$ cat config.mk
export PLATFORM = sky130hd
export DESIGN_NAME = dpwm_top
export DESIGN_NICKNAME = d
export VERILOG_FILES = /design/src/rtl/dpwm_pkg.sv /design/src/rtl/dpwm_prescaler.sv /design/src/rtl/dpwm_channel.sv /design/src/rtl/dpwm_regbank.sv /design/src/rtl/dpwm_top.sv
export SDC_FILE = /design/constraint.sdc
export NUM_CORES = 1
export LEC_CHECK = 0
export CAP_MARGIN = 20
export CORE_UTILIZATION = 40
export CTS_BUF_LIST = sky130_fd_sc_hd__clkbuf_8 sky130_fd_sc_hd__clkbuf_16
export DETAILED_ROUTE_END_ITERATION = 10
export SLEW_MARGIN = 0
export SYNTH_ARGS = -nofsm -noshare
export SYNTH_HDL_FRONTEND = slang
export SYNTH_HIERARCHICAL = 1
export SYNTH_SLANG_ARGS = --single-unit
$ cat constraint.sdc
create_clock -name clk -period 8.75 [get_ports clk]
set_clock_uncertainty 0.15 [all_clocks]
set_input_delay 1.75 -clock clk [delete_from_list [all_inputs] [get_ports clk]]
set_output_delay 1.75 -clock clk [all_outputs]
set_load 0.05 [all_outputs]
$ cat src/rtl/dpwm_pkg.sv
package dpwm_pkg;
  // control field layout inside one channel slice
  localparam int CH_STRIDE = 15;
  localparam int FIELD_W   = 10;
  localparam int BUSY_LSB  = 28;
  localparam int PRD_LSB   = 16;
  localparam int PSC_W     = 17;

  typedef struct packed {
    logic       byp;
    logic       pulse;
    logic       mode;
    logic       gate;
    logic       pol;
    logic       en;
    logic [3:0] psc;
  } ch_cfg_t;

  // clocks per tick for a divider code, 0 means stopped
  function automatic logic [PSC_W-1:0] psc_divisor(input logic [3:0] code);
    case (code)
      4'd0:    return PSC_W'(120);
      4'd1:    return PSC_W'(180);
      4'd2:    return PSC_W'(240);
      4'd3:    return PSC_W'(360);
      4'd4:    return PSC_W'(480);
      4'd8:    return PSC_W'(12000);
      4'd9:    return PSC_W'(24000);
      4'd10:   return PSC_W'(36000);
      4'd11:   return PSC_W'(48000);
      4'd12:   return PSC_W'(72000);
      4'd15:   return PSC_W'(1);
      default: return '0;
    endcase
  endfunction

  function automatic logic in_active_phase(input logic [7:0] cnt, input logic [7:0] act);
    return cnt < act;
  endfunction
endpackage

$ cat src/rtl/dpwm_prescaler.sv
module dpwm_prescaler
  import dpwm_pkg::*;
(
  input  logic       clk,
  input  logic       rst,
  input  logic       en,
  input  logic       run,
  input  logic [3:0] code,
  output logic       tick,
  output logic       slow_clk
);
  logic [PSC_W-1:0] div;
  logic [PSC_W-1:0] pcnt;
  logic             stopped;

  assign div     = psc_divisor(code);
  assign stopped = (div == '0);
  assign tick    = run && !stopped && (pcnt >= div - PSC_W'(1));

  always_ff @(posedge clk) begin
    if (rst || !en) begin
      pcnt     <= '0;
      slow_clk <= 1'b0;
    end else if (tick) begin
      pcnt     <= '0;
      slow_clk <= ~slow_clk;
    end else if (run && !stopped) begin
      pcnt <= pcnt + PSC_W'(1);
    end
  end
endmodule

$ cat src/rtl/dpwm_channel.sv
module dpwm_channel
  import dpwm_pkg::*;
#(
  parameter int CNT_W = 8
) (
  input  logic             clk,
  input  logic             rst,
  input  ch_cfg_t          cfg,
  input  logic             prd_wr,
  input  logic [CNT_W-1:0] wr_act,
  input  logic [CNT_W-1:0] wr_prd,
  input  logic             tick,
  input  logic             slow_clk,
  output logic             busy,
  output logic [CNT_W-1:0] act_q,
  output logic [CNT_W-1:0] prd_q,
  output logic             wrap,
  output logic             load,
  output logic             pulse_clr,
  output logic             pwm_o
);
  logic [CNT_W-1:0] cnt;
  logic [CNT_W-1:0] sh_act;
  logic [CNT_W-1:0] sh_prd;
  logic             idle;
  logic             step;
  logic             raw;

  assign idle      = cfg.mode && !cfg.pulse;
  assign step      = tick && !idle;
  assign wrap      = step && (cnt == prd_q);
  assign load      = busy && (!cfg.en || idle || wrap);
  assign pulse_clr = wrap && cfg.mode && cfg.pulse;

  always_ff @(posedge clk) begin
    if (rst) begin
      cnt    <= '0;
      act_q  <= '0;
      prd_q  <= '0;
      sh_act <= '0;
      sh_prd <= '0;
      busy   <= 1'b0;
    end else begin
      if (!cfg.en || idle || wrap) cnt <= '0;
      else if (step)               cnt <= cnt + CNT_W'(1);

      if (load) begin
        act_q <= sh_act;
        prd_q <= sh_prd;
        busy  <= 1'b0;
      end else if (prd_wr && !busy) begin
        sh_act <= wr_act;
        sh_prd <= wr_prd;
        busy   <= 1'b1;
      end
    end
  end

  assign raw   = cfg.en && (cfg.byp ? slow_clk : (!idle && in_active_phase(cnt, act_q)));
  assign pwm_o = cfg.pol ? raw : ~raw;
endmodule

$ cat src/rtl/dpwm_regbank.sv
module dpwm_regbank
  import dpwm_pkg::*;
#(
  parameter int NCH    = 2,
  parameter int CNT_W  = 8,
  parameter int DATA_W = 32,
  parameter int ADDR_W = 2
) (
  input  logic                       clk,
  input  logic                       rst,
  input  logic                       wr_en,
  input  logic [ADDR_W-1:0]          addr,
  input  logic [DATA_W-1:0]          wdata,
  input  logic [NCH-1:0]             pulse_clr,
  input  logic [NCH-1:0]             busy,
  input  logic [NCH-1:0][CNT_W-1:0]  act_q,
  input  logic [NCH-1:0][CNT_W-1:0]  prd_q,
  output ch_cfg_t [NCH-1:0]          cfg,
  output logic [NCH-1:0]             prd_wr,
  output logic [DATA_W-1:0]          rdata
);
  ch_cfg_t [NCH-1:0] cfg_q;
  logic              ctl_wr;
  logic              unused_wbits;

  assign ctl_wr       = wr_en && (addr == '0);
  assign unused_wbits = ^wdata;
  assign cfg          = cfg_q;

  always_ff @(posedge clk) begin
    if (rst) begin
      cfg_q <= '0;
    end else begin
      for (int n = 0; n < NCH; n++) begin
        if (ctl_wr) cfg_q[n] <= ch_cfg_t'(wdata[n*CH_STRIDE +: FIELD_W]);
        if (pulse_clr[n]) cfg_q[n].pulse <= 1'b0;
      end
    end
  end

  for (genvar g = 0; g < NCH; g++) begin : g_wsel
    assign prd_wr[g] = wr_en && (addr == ADDR_W'(g + 1));
  end

  always_comb begin
    rdata = '0;
    if (addr == '0) begin
      for (int n = 0; n < NCH; n++) begin
        rdata[n*CH_STRIDE +: FIELD_W] = cfg_q[n];
        rdata[BUSY_LSB + n]           = busy[n];
      end
    end else begin
      for (int n = 0; n < NCH; n++) begin
        if (addr == ADDR_W'(n + 1)) begin
          rdata[CNT_W-1:0]         = act_q[n];
          rdata[PRD_LSB +: CNT_W]  = prd_q[n];
        end
      end
    end
  end
endmodule

$ cat src/rtl/dpwm_top.sv
module dpwm_top
  import dpwm_pkg::*;
#(
  parameter int NCH    = 2,
  parameter int CNT_W  = 8,
  parameter int DATA_W = 32,
  parameter int ADDR_W = 2
) (
  input  logic              clk,
  input  logic              rst,
  input  logic [ADDR_W-1:0] addr,
  input  logic [DATA_W-1:0] wdata,
  input  logic              wr_en,
  output logic [DATA_W-1:0] rdata,
  output logic [NCH-1:0]    pwm_out,
  output logic [NCH-1:0]    upd_pending
);
  ch_cfg_t [NCH-1:0]         cfg;
  logic [NCH-1:0]            busy;
  logic [NCH-1:0]            tick;
  logic [NCH-1:0]            slow_clk;
  logic [NCH-1:0]            wrap;
  logic [NCH-1:0]            load;
  logic [NCH-1:0]            pulse_clr;
  logic [NCH-1:0]            prd_wr;
  logic [NCH-1:0][CNT_W-1:0] act_q;
  logic [NCH-1:0][CNT_W-1:0] prd_q;

  dpwm_regbank #(
    .NCH(NCH), .CNT_W(CNT_W), .DATA_W(DATA_W), .ADDR_W(ADDR_W)
  ) u_regs (
    .clk(clk), .rst(rst), .wr_en(wr_en), .addr(addr), .wdata(wdata),
    .pulse_clr(pulse_clr), .busy(busy), .act_q(act_q), .prd_q(prd_q),
    .cfg(cfg), .prd_wr(prd_wr), .rdata(rdata)
  );

  for (genvar g = 0; g < NCH; g++) begin : g_ch
    dpwm_prescaler u_psc (
      .clk(clk), .rst(rst), .en(cfg[g].en), .run(cfg[g].en && cfg[g].gate),
      .code(cfg[g].psc), .tick(tick[g]), .slow_clk(slow_clk[g])
    );

    dpwm_channel #(.CNT_W(CNT_W)) u_chan (
      .clk(clk), .rst(rst), .cfg(cfg[g]), .prd_wr(prd_wr[g]),
      .wr_act(wdata[CNT_W-1:0]), .wr_prd(wdata[PRD_LSB +: CNT_W]),
      .tick(tick[g]), .slow_clk(slow_clk[g]), .busy(busy[g]),
      .act_q(act_q[g]), .prd_q(prd_q[g]), .wrap(wrap[g]), .load(load[g]),
      .pulse_clr(pulse_clr[g]), .pwm_o(pwm_out[g])
    );
  end

  assign upd_pending = busy;
endmodule

Word-level counts from Yosys, hierarchy flattened
Memory sizes are Yosys's and may differ from the RTL's. A register that Yosys moved wholly into a read port is not among the register bits. Cells that the tools add are included.

Register bits after elaboration: 138. ROM bits: 512. Output and inout port bits: 36. Logic and storage cells: 126. Memories kept: 2.

Add/subtract/negate cells: 6. Magnitude comparators: 4. Eq/ne operators: 4. Mux-type cells: 18. Bitwise gates (word level): 6. Reductions and logical operators: 56.

Memory list: (no name shown) (depth 16, bits a word 16, read ports 1, clocked after memory_dff 1, wr ports 0, RTL line dpwm_pkg.sv:21) `case (code)`; (no name shown) (depth 16, bits a word 16, read ports 1, clocked after memory_dff 1, wr ports 0, RTL line dpwm_pkg.sv:21).

Operator list (number): two-way mux 8 bit (6); adder 17 x 1 -> 17 bit (second input constant) (2); >= comparator 17 bit (2); logical NOT 17 bit (2); subtractor 17 x 1 -> 17 bit (second input constant) (2); logical AND 1 bit (27); adder 8 x 1 -> 8 bit (second input constant) (2); equality test 8 bit (2); less-than comparator 8 bit (2); two-way mux 4 bit (4); OR reduction 2 bit (8); logical NOT 1 bit (10); logical OR 1 bit (6); two-way mux 1 bit (6); inverter 1 bit (6); two-way mux 2 bit (2); AND reduction 2 bit (2); equality test 2 x 1 -> 1 bit (second input constant) (1); equality test 2 bit (second input constant) (1); logical NOT 2 bit (1).

Logic depth before layout (Yosys ltp)
Depth after elaboration: 10. Gate-level depth with buffers: 22. Gate-level depth less buffers: 19.

By module
Netlist, hierarchy kept.

Modules (own cells, without submodules): dpwm_channel (times used 2, cells each 215, area an instance 1878.1 µm², seq. area each 820.8 µm²); dpwm_prescaler (g_ch[1].u_psc) (times used 1, cells each 241, area an instance 1874.3 µm², seq. area each 360.3 µm²); dpwm_prescaler (g_ch[0].u_psc) (times used 1, cells each 217, area an instance 1796.7 µm², seq. area each 360.3 µm²); dpwm_regbank (times used 1, cells each 147, area an instance 1477.7 µm², seq. area each 400.4 µm²); dpwm_top (times used 1, cells each 2, area an instance 12.5 µm², seq. area each 0.0 µm²).

Worst setup path after synthesis
No wires, ideal clock.

Path kind: input port to output port. From: in addr[0]. To: out rdata[16]. Data arrival time: 2.787 ns. Data required time: 6.850 ns. Setup slack: 4.063 ns. Cell stages on the path: 3. Cells stage by stage: buf_6 > mux2i_1 > o2bb2ai_1.

Word-level cells in the longest chain between the ends: 4. Elaborated cells on any way between the ends: 6. Those cells by class: eq/ne (2); mux (3); reduce/logical (1).

Ends and longest elaborated chain: start: declaration (RTL line dpwm_top.sv:11) `input logic [ADDR_W-1:0] addr,`; equality test 2 x 1 -> 1 bit (RTL line dpwm_regbank.sv:54) `if (addr == ADDR_W'(n + 1)) begin`; two-way mux 8 bit (2 in a row) (RTL line dpwm_regbank.sv:54); two-way mux 8 bit * (RTL line dpwm_regbank.sv:47) `if (addr == '0) begin`; end: declaration (RTL line dpwm_top.sv:14) `output logic [DATA_W-1:0] rdata,`.

Mark *: on every way between the ends. The rest lies on a longest branch, timed or not.

Final worst setup path
From: in addr[1]. To: out rdata[6].

The elaborated chain is that of the path after synthesis.

==> results.json <==
{
  "run_status": "finished, final reports clean",
  "port_buffers": 50,
  "path_clk_slew_ns": 0.06,
  "track_usage_pct": 19.74,
  "insertion_delay_ns": 0.42,
  "cp.arrival_ns": 4.66,
  "gp_congestion": 0.8095,
  "crit_chain": "clkdlybuf4s50_1 > buf_4 > nor2b_4 > o2bb2ai_1 > clkdlybuf4s50_1",
  "diodes": 0,
  "wl_per_cell_um": 16.19,
  "cts_buffer_depth": 2,
  "regArea_um2": 2763,
  "syn_inst": 1035,
  "worst_slew_pin_slew_ns": 0.9713,
  "critPathMostFrequentCell": "clkdlybuf4s50_1",
  "final_cell_mix": "dfxtp_1 (138), nand2_1 (111), nor2_1 (84)",
  "slew_violations": 0,
  "period_share_pct": 74.99,
  "fmax_mhz": 152.4,
  "r2r_start": "u_regs/cfg[10]$_SDFFE_PP0P_",
  "vias": 7231,
  "setup.worst_path.class": "input port to primary output",
  "hold_viol_final": 0,
  "drt-initial-drc-count": 331,
  "die_w_um": 151.2,
  "grt_antenna_before_repair": 1,
  "rsz0062_at_grt": "false",
  "cp_slowest_cell": "clkdlybuf4s50_1",
  "tritoncts": "yes",
  "rows": 54,
  "ant_nets": 0,
  "ioPinCount": 73,
  "critical_path_buf_inv_count": 3,
  "first_pass_iters": 4,
  "fill_cells": 2147,
  "via_per_inst": 5.348,
  "final_common_cell": "dfxtp_1",
  "holdWs_ns": 0.3028,
  "cts_root_buffer": "clkbuf_16",
  "area_delta_synth_final_pct": 12.88,
  "p_leak_nw": 3.967,
  "drive_above_1_share_pct": 8.489,
  "die-area_um2": 22880,
  "cpLargestDelayFamily": "buffers and inverters",
  "drc": 0,
  "crit_fanout": 17,
  "grt_overflow": 0,
  "grt_pass1_vias": 6808,
  "endpoint_kind": "primary output",
  "dp_hpwl_um": 15780,
  "cts_made_buffers": 17,
  "routed_wl_um": 21890,
  "post_cts_resized": 0,
  "max_slew_margin_pct": 35.25,
  "grt_max_degree": 104,
  "synth.avg_cell_area_um2": 8.608,
  "drv_cap": 0,
  "p_per_area_nw_per_um2": 151.5,
  "startpoint": "addr[1]",
  "core_region_area_um2": 21820,
  "yosys_warnings": 6,
  "ir_worst_vdd_mv": 0.1456,
  "max_stage_delay_ns": 0.98,
  "start_util_pct": 40.83,
  "min_path_type": "flip-flop to flip-flop",
  "post_cts_buffers": 0,
  "nets": 1160,
  "hold_buffers": 0,
  "multi_input_area_um2": 5613,
  "layout_min_cycle_time_ns": 6.562,
  "syn_area_um2": 8910,
  "setup_viol": 0,
  "cp.required_ns": 6.85,
  "htreeDepth": 4,
  "holdCritStartpoint": "g_ch[0].u_chan/sh_prd[7]$_SDFFE_PP0P_",
  "start_kind": "input port",
  "die_h_um": 151.2,
  "tns_ns": 0,
  "clock-sinks": 138,
  "grt_pass1_wl_um": 35020
}
==> power by group <==
group	switching, mW	internal (mW)	total, mW
logic	0.0780	0.0470	0.125
clock network	0.316	0.432	0.749
registers	0.0126	0.637	0.650
==> worst reg2reg max path, delay by kind of cell (launching register included) <==
kind	cells	cell delay (ns)
simple gates	8	2.32
buf+inv	4	0.81
fa+ha+maj	2	0.65
compound gates	3	0.63
flops	1	0.62
mux	1	0.18
==> layout make-up <==
type,count,area share (%)
clock buffers,17,4.230
clock inverters,15,1.816
inverters,34,1.269
multi-input cells,805,55.81
flip-flops and latches,138,27.47
well taps,280,3.483
repair buffers,63,5.922
==> metrics by stage <==
step	cell area, um^2	setup slack (ns)	util, %	cells	power (mW)
final	10060	2.188	46.08	1352	1.523
after CTS	10060	2.210	46.08	1352	1.539
after floorplan	8944	4.063	-	1044	0.7557
after global routing	10060	2.113	46.08	1352	1.574
after detailed placement	9449	2.207	43.30	1320	0.7878
after global placement	9449	2.236	43.30	1320	0.7865
==> state kept, by name, summed over array words and instances, names as in the netlist <==
name                 count
g_ch.u_psc/pcnt         34
u_regs/cfg              20
g_ch.u_chan/act_q       16
g_ch.u_chan/cnt         16
g_ch.u_chan/prd_q       16
g_ch.u_chan/sh_act      16
g_ch.u_chan/sh_prd      16
g_ch.u_chan/busy         2
g_ch.u_psc/slow_clk      2
==> worst paths after layout <==
kind	to	slack (ns)	cells after the start
setup / recovery	rdata[6]	2.19	5
hold / removal	g_ch[0].u_chan/sh_prd[7]$_SDFFE_PP0P_	0.30	2
setup reg to reg	g_ch[1].u_chan/act_q[1]$_SDFFE_PP0P_	3.27	18
hold reg to reg	g_ch[0].u_chan/sh_prd[7]$_SDFFE_PP0P_	0.30	2
==> routing by layer <==
metal | vias to the layer above | wire (um) | share of wire (%) | global-route usage [%]
li1 | 3674 | - | - | -
met1 | 3410 | 10850 | 50 | 26.96
met2 | 126 | 9861 | 45 | 31.55
met3 | 21 | 839 | 3.8 | 3.042
met4 | 0 | 347 | 1.6 | 6.450
met5 | - | 0 | 0 | 0
Power figures use the tool's default switching activity.
